===== src/rtl/irqact_pkg.sv =====
package irqact_pkg;

  // Combined per-interrupt state used to form the read value
  typedef enum logic [1:0] {
    ST_IDLE     = 2'b00,
    ST_PEND     = 2'b01,
    ST_ACT      = 2'b10,
    ST_ACT_PEND = 2'b11
  } irq_state_e;

  function automatic irq_state_e form_state(input logic act, input logic pend);
    irq_state_e st;
    case ({act, pend})
      2'b00:   st = ST_IDLE;
      2'b01:   st = ST_PEND;
      2'b10:   st = ST_ACT;
      default: st = ST_ACT_PEND;
    endcase
    return st;
  endfunction

  // Read value: 1 when active, or active and pending
  function automatic logic state_reads_one(input irq_state_e st);
    return (st == ST_ACT) || (st == ST_ACT_PEND);
  endfunction

  // Whether one access may observe/modify one interrupt bit
  function automatic logic bit_visible(input logic is_sec,
                                       input logic acc_sec,
                                       input logic sec_dis,
                                       input logic rt_sec,
                                       input logic rt_ns);
    logic routed;
    logic allowed;
    routed  = is_sec ? rt_sec : rt_ns;
    allowed = acc_sec | sec_dis | ~is_sec;
    return routed & allowed;
  endfunction

endpackage


===== src/rtl/irqact_decode.sv =====
module irqact_decode #(
  parameter int          ADDR_W     = 16,
  parameter logic [15:0] REG_OFFSET = 16'h0380
) (
  input  logic              rd,
  input  logic              wr,
  input  logic [ADDR_W-1:0] addr,
  output logic              rd_hit,
  output logic              rd_miss,
  output logic              wr_hit
);
  localparam logic [ADDR_W-1:0] OFS = ADDR_W'(REG_OFFSET);

  logic match;
  // Exact compare: only the aligned word offset decodes
  assign match   = (addr == OFS);
  assign rd_hit  = rd & match;
  assign rd_miss = rd & ~match;
  assign wr_hit  = wr & match;
endmodule


===== src/rtl/irqact_vis.sv =====
module irqact_vis
  import irqact_pkg::*;
#(
  parameter int NUM_IRQ = 32
) (
  input  logic [NUM_IRQ-1:0] is_secure,
  input  logic               acc_secure,
  input  logic               sec_dis,
  input  logic               rt_sec,
  input  logic               rt_ns,
  output logic [NUM_IRQ-1:0] vis_mask
);
  for (genvar i = 0; i < NUM_IRQ; i++) begin : g_bit
    assign vis_mask[i] = bit_visible(is_secure[i], acc_secure, sec_dis, rt_sec, rt_ns);
  end
endmodule


===== src/rtl/irqact_store.sv =====
module irqact_store #(
  parameter int NUM_IRQ = 32,
  localparam int ID_W   = $clog2(NUM_IRQ)
) (
  input  logic               clk,
  input  logic               rst_n,
  input  logic               act_vld,
  input  logic [ID_W-1:0]    act_id,
  input  logic [NUM_IRQ-1:0] clr_vec,
  output logic [NUM_IRQ-1:0] set_vec,
  output logic [NUM_IRQ-1:0] active_q
);
  for (genvar i = 0; i < NUM_IRQ; i++) begin : g_bit
    assign set_vec[i] = act_vld && (act_id == ID_W'(i));

    // Set has priority over clear
    always_ff @(posedge clk or negedge rst_n) begin
      if (!rst_n)          active_q[i] <= 1'b0;
      else if (set_vec[i]) active_q[i] <= 1'b1;
      else if (clr_vec[i]) active_q[i] <= 1'b0;
    end
  end
endmodule


===== src/rtl/irqact_readout.sv =====
module irqact_readout
  import irqact_pkg::*;
#(
  parameter int NUM_IRQ = 32
) (
  input  logic               clk,
  input  logic               rst_n,
  input  logic               rd_hit,
  input  logic               rd_miss,
  input  logic [NUM_IRQ-1:0] active,
  input  logic [NUM_IRQ-1:0] pending,
  input  logic [NUM_IRQ-1:0] vis_mask,
  output logic [NUM_IRQ-1:0] rdata_q
);
  logic [NUM_IRQ-1:0] state_bits;

  for (genvar i = 0; i < NUM_IRQ; i++) begin : g_bit
    assign state_bits[i] = state_reads_one(form_state(active[i], pending[i]));
  end

  always_ff @(posedge clk or negedge rst_n) begin
    if (!rst_n)       rdata_q <= '0;
    else if (rd_hit)  rdata_q <= state_bits & vis_mask;
    else if (rd_miss) rdata_q <= '0;
  end
endmodule


===== src/rtl/prv_irq_active_bank.sv =====
module prv_irq_active_bank #(
  parameter int          NUM_IRQ    = 32,
  parameter int          ADDR_W     = 16,
  parameter logic [15:0] REG_OFFSET = 16'h0380,
  localparam int         ID_W       = $clog2(NUM_IRQ)
) (
  input  logic               clk,
  input  logic               rst_n,
  input  logic               bus_rd,
  input  logic               bus_wr,
  input  logic [ADDR_W-1:0]  bus_addr,
  input  logic [NUM_IRQ-1:0] bus_wdata,
  input  logic               bus_secure,
  output logic [NUM_IRQ-1:0] bus_rdata,
  input  logic               route_en_sec,
  input  logic               route_en_ns,
  input  logic               sec_disable,
  input  logic [NUM_IRQ-1:0] irq_is_secure,
  input  logic [NUM_IRQ-1:0] irq_pending,
  input  logic               hw_act_vld,
  input  logic [ID_W-1:0]    hw_act_id,
  output logic [NUM_IRQ-1:0] active_out
);
  // Named internal events, observed by the bound checker
  logic               rd_hit;
  logic               rd_miss;
  logic               wr_hit;
  logic [NUM_IRQ-1:0] vis_mask;
  logic [NUM_IRQ-1:0] clr_vec;
  logic [NUM_IRQ-1:0] set_vec;

  irqact_decode #(.ADDR_W(ADDR_W), .REG_OFFSET(REG_OFFSET)) u_dec (
    .rd(bus_rd), .wr(bus_wr), .addr(bus_addr),
    .rd_hit(rd_hit), .rd_miss(rd_miss), .wr_hit(wr_hit)
  );

  irqact_vis #(.NUM_IRQ(NUM_IRQ)) u_vis (
    .is_secure(irq_is_secure), .acc_secure(bus_secure), .sec_dis(sec_disable),
    .rt_sec(route_en_sec), .rt_ns(route_en_ns), .vis_mask(vis_mask)
  );

  assign clr_vec = {NUM_IRQ{wr_hit}} & bus_wdata & vis_mask;

  irqact_store #(.NUM_IRQ(NUM_IRQ)) u_store (
    .clk(clk), .rst_n(rst_n), .act_vld(hw_act_vld), .act_id(hw_act_id),
    .clr_vec(clr_vec), .set_vec(set_vec), .active_q(active_out)
  );

  irqact_readout #(.NUM_IRQ(NUM_IRQ)) u_rd (
    .clk(clk), .rst_n(rst_n), .rd_hit(rd_hit), .rd_miss(rd_miss),
    .active(active_out), .pending(irq_pending), .vis_mask(vis_mask),
    .rdata_q(bus_rdata)
  );
endmodule


===== config.mk =====
export PLATFORM = sky130hd
export DESIGN_NAME = prv_irq_active_bank
export DESIGN_NICKNAME = d
export VERILOG_FILES = /design/src/rtl/irqact_pkg.sv /design/src/rtl/irqact_decode.sv /design/src/rtl/irqact_vis.sv /design/src/rtl/irqact_store.sv /design/src/rtl/irqact_readout.sv /design/src/rtl/prv_irq_active_bank.sv
export SDC_FILE = /design/constraint.sdc
export NUM_CORES = 1
export LEC_CHECK = 0
export CORE_MARGIN = 5
export CORE_UTILIZATION = 37
export DETAILED_ROUTE_END_ITERATION = 8
export GPL_ROUTABILITY_DRIVEN = 1
export PLACE_DENSITY = 0.77
export SYNTH_ARGS = -nofsm -noshare
export SYNTH_HDL_FRONTEND = slang
export SYNTH_HIERARCHICAL = 1
export SYNTH_SLANG_ARGS = --single-unit

===== constraint.sdc =====
create_clock -name clk -period 1 [get_ports clk]
set_input_delay 0.2 -clock clk [delete_from_list [all_inputs] [get_ports clk]]
set_output_delay 0.2 -clock clk [all_outputs]
set_load 0.05 [all_outputs]

==> flow_summary.ini, run 1 <==
[run_status]
status = complete, but fails checks
violations = negative setup slack

[critical_path]
path_buf_inv = 4
critPathKind = primary input to flop
cp_top_family = buffers and inverters
critPathSlowestCell = and4bb_2
cpMostUsedCell = buf_12
cp_max_fo = 20
cp.required_ps = 1210
arrival_ps = 1580
cpPeakStageDelay_ps = 230
start_kind = primary input
path_cells = clkdlybuf4s15_1, and4bb_2, nand4_1, buf_6, buf_12, nor2_4, nor2_8, buf_12, a32o_1
crit_path_end_kind = flop

[sta]
period_share = 1.37
setup_slack_ps = -367
drv_slew = 0
fmax_mhz = 731
tightest_slew_ps = 360
fin_crit_ps = 1370
hold_viol = 0
setup_viol = 128
rsz0062_at_grt = true
finClkSkew_ps = 5.92
slew_headroom = 0.760

[clock_tree]
cts-root-buf = clkbuf_8
cts.sinks = 64
cts_htree_levels = 3
clkTransAtPathRegs_ps = 70
cts_buffers = 9
clock_path_buffers = 2
cts_tree = built
clk_latency_ps = 330

[power_and_ir_drop]
p_total_w = 0.00587
leakage_nw = 3.09
ir_drop_uv = 733
powerDensity_nw_per_um2 = 871

[placement]
pre_cts_ws_ps = -1040
place_hpwl_um = 8490
placed_cells = 536
numPortBuffers = 157
gp_congestion = 0.765
placed_area_um2 = 5790

[route]
wire_per_inst_um = 23.3
route.vias.total = 3350
via_per_inst = 5.56
antenna_left = 0
finalWirelength_um = 14000
drt-initial-drc-count = 140
drc = 0
firstDrtPassIters = 4

[finish]
layout_common_cells = clkdlybuf4s50_1, buf_12, dfrtp_1
area_growth_pct = 97.5
final_common_cell = clkdlybuf4s50_1
nNetsFinal = 612
antenna_cells = 0
drive_gt1_frac = 0.544
layout.cells.non_filler = 602
fin_area_um2 = 6740

[floorplan]
die_area_um2 = 11200
core_um2 = 9110
die_h_um = 106
num_rows = 35
start_util = 0.375
die_x_um = 106
num_io_pins = 190

[logic_synthesis]
syn_nets = 405
synth_warnings = 6
avgSynthCellArea_um2 = 12.2
synth_area_um2 = 3410
synthCells = 279

[global_route]
grt_pass1_wl_um = 20300
antenna_found_initial = 1
grt_pass1_vias = 3601
grt_max_degree = 65
grt_usage = 0.237
grt_remaining_overflow = 0

[hold_path]
hp-class = primary input to asynchronous set/reset pin

[flow_run]
maxCapViolCount = 0
==> state kept, by name, indices dropped and copies added, names as in the netlist <==
register          count
u_rd/rdata_q         32
u_store/active_q     32
==> metrics by stage <==
stage	setup TNS (ps)	util	hold slack, ps
after CTS	-26450	0.716	425
final	-27390	0.740	402
after floorplan	-20900	-	-95.6
after detailed placement	-64410	0.636	240
after global routing	-32820	0.740	443
after global placement	-58890	0.636	233
==> where the power goes <==
group	internal [W]	leakage, nW	total [W]	switching, W
Clock	0.00128	0.103	0.00226	0.000979
Sequential	0.00259	0.727	0.00259	0.000000231
Combinational	0.000595	2.26	0.00102	0.000426
==> final timing paths <==
| path | slack (ps) | startpoint | depth (start not counted) | end |
|---|---|---|---|---|
| min in group clk | 560 | u_rd/rdata_q[8] | 1 | u_rd/rdata_q[8] |
| min reg2reg | 560 | u_rd/rdata_q[8] | 1 | u_rd/rdata_q[8] |
| max reg2reg | -40 | u_store/active_q[7] | 3 | u_rd/rdata_q[7] |
| max | -370 | bus_addr[7] | 9 | u_rd/rdata_q[14] |
| max in group asynchronous | 270 | rst_n | 3 | u_store/active_q[19] |
| min | 400 | rst_n | 3 | u_store/active_q[31] |
==> timing repair <==
action                                 in CTS  in global routing
hold buffers                                1                  0
setup endpoints to repair                 128                128
gates cloned                                6                  1
endpoints found under the hold margin      64                  0
pin swaps                                  27                 20
buffers inserted                           34                 10
gates resized for setup                   100                 40
==> tightest hold or removal path, delay by kind of cell <==
family / cells / cell delay (ps)
buf+inv: 3 / 930
==> per-layer routing <==
layer	part of all wire	track usage	vias to the layer above
li1	-	-	1455
met1	0.37	0.274	1698
met2	0.52	0.426	158
met3	0.069	0.0510	39
met4	0.032	0.0925	0
met5	0	0	-
==> area by class of cell <==
type	instances	area (µm²)
clock buffers	13	159
clock inverters	3	40.0
fillers	570	2370
inverters	34	128
multi-input cells	153	1830
flip-flops and latches	64	1600
well taps	111	139
repair buffers	224	2840
(Power assumes the default switching activity.)
==> inputs of run 2 (changes only) <==
HOLD_SLACK_MARGIN = 0.03   (was unset)
SLEW_MARGIN = 10   (was unset)
==> results of run 2 <==
No change in the layout: final DEF, timing and power equal those of run 1.
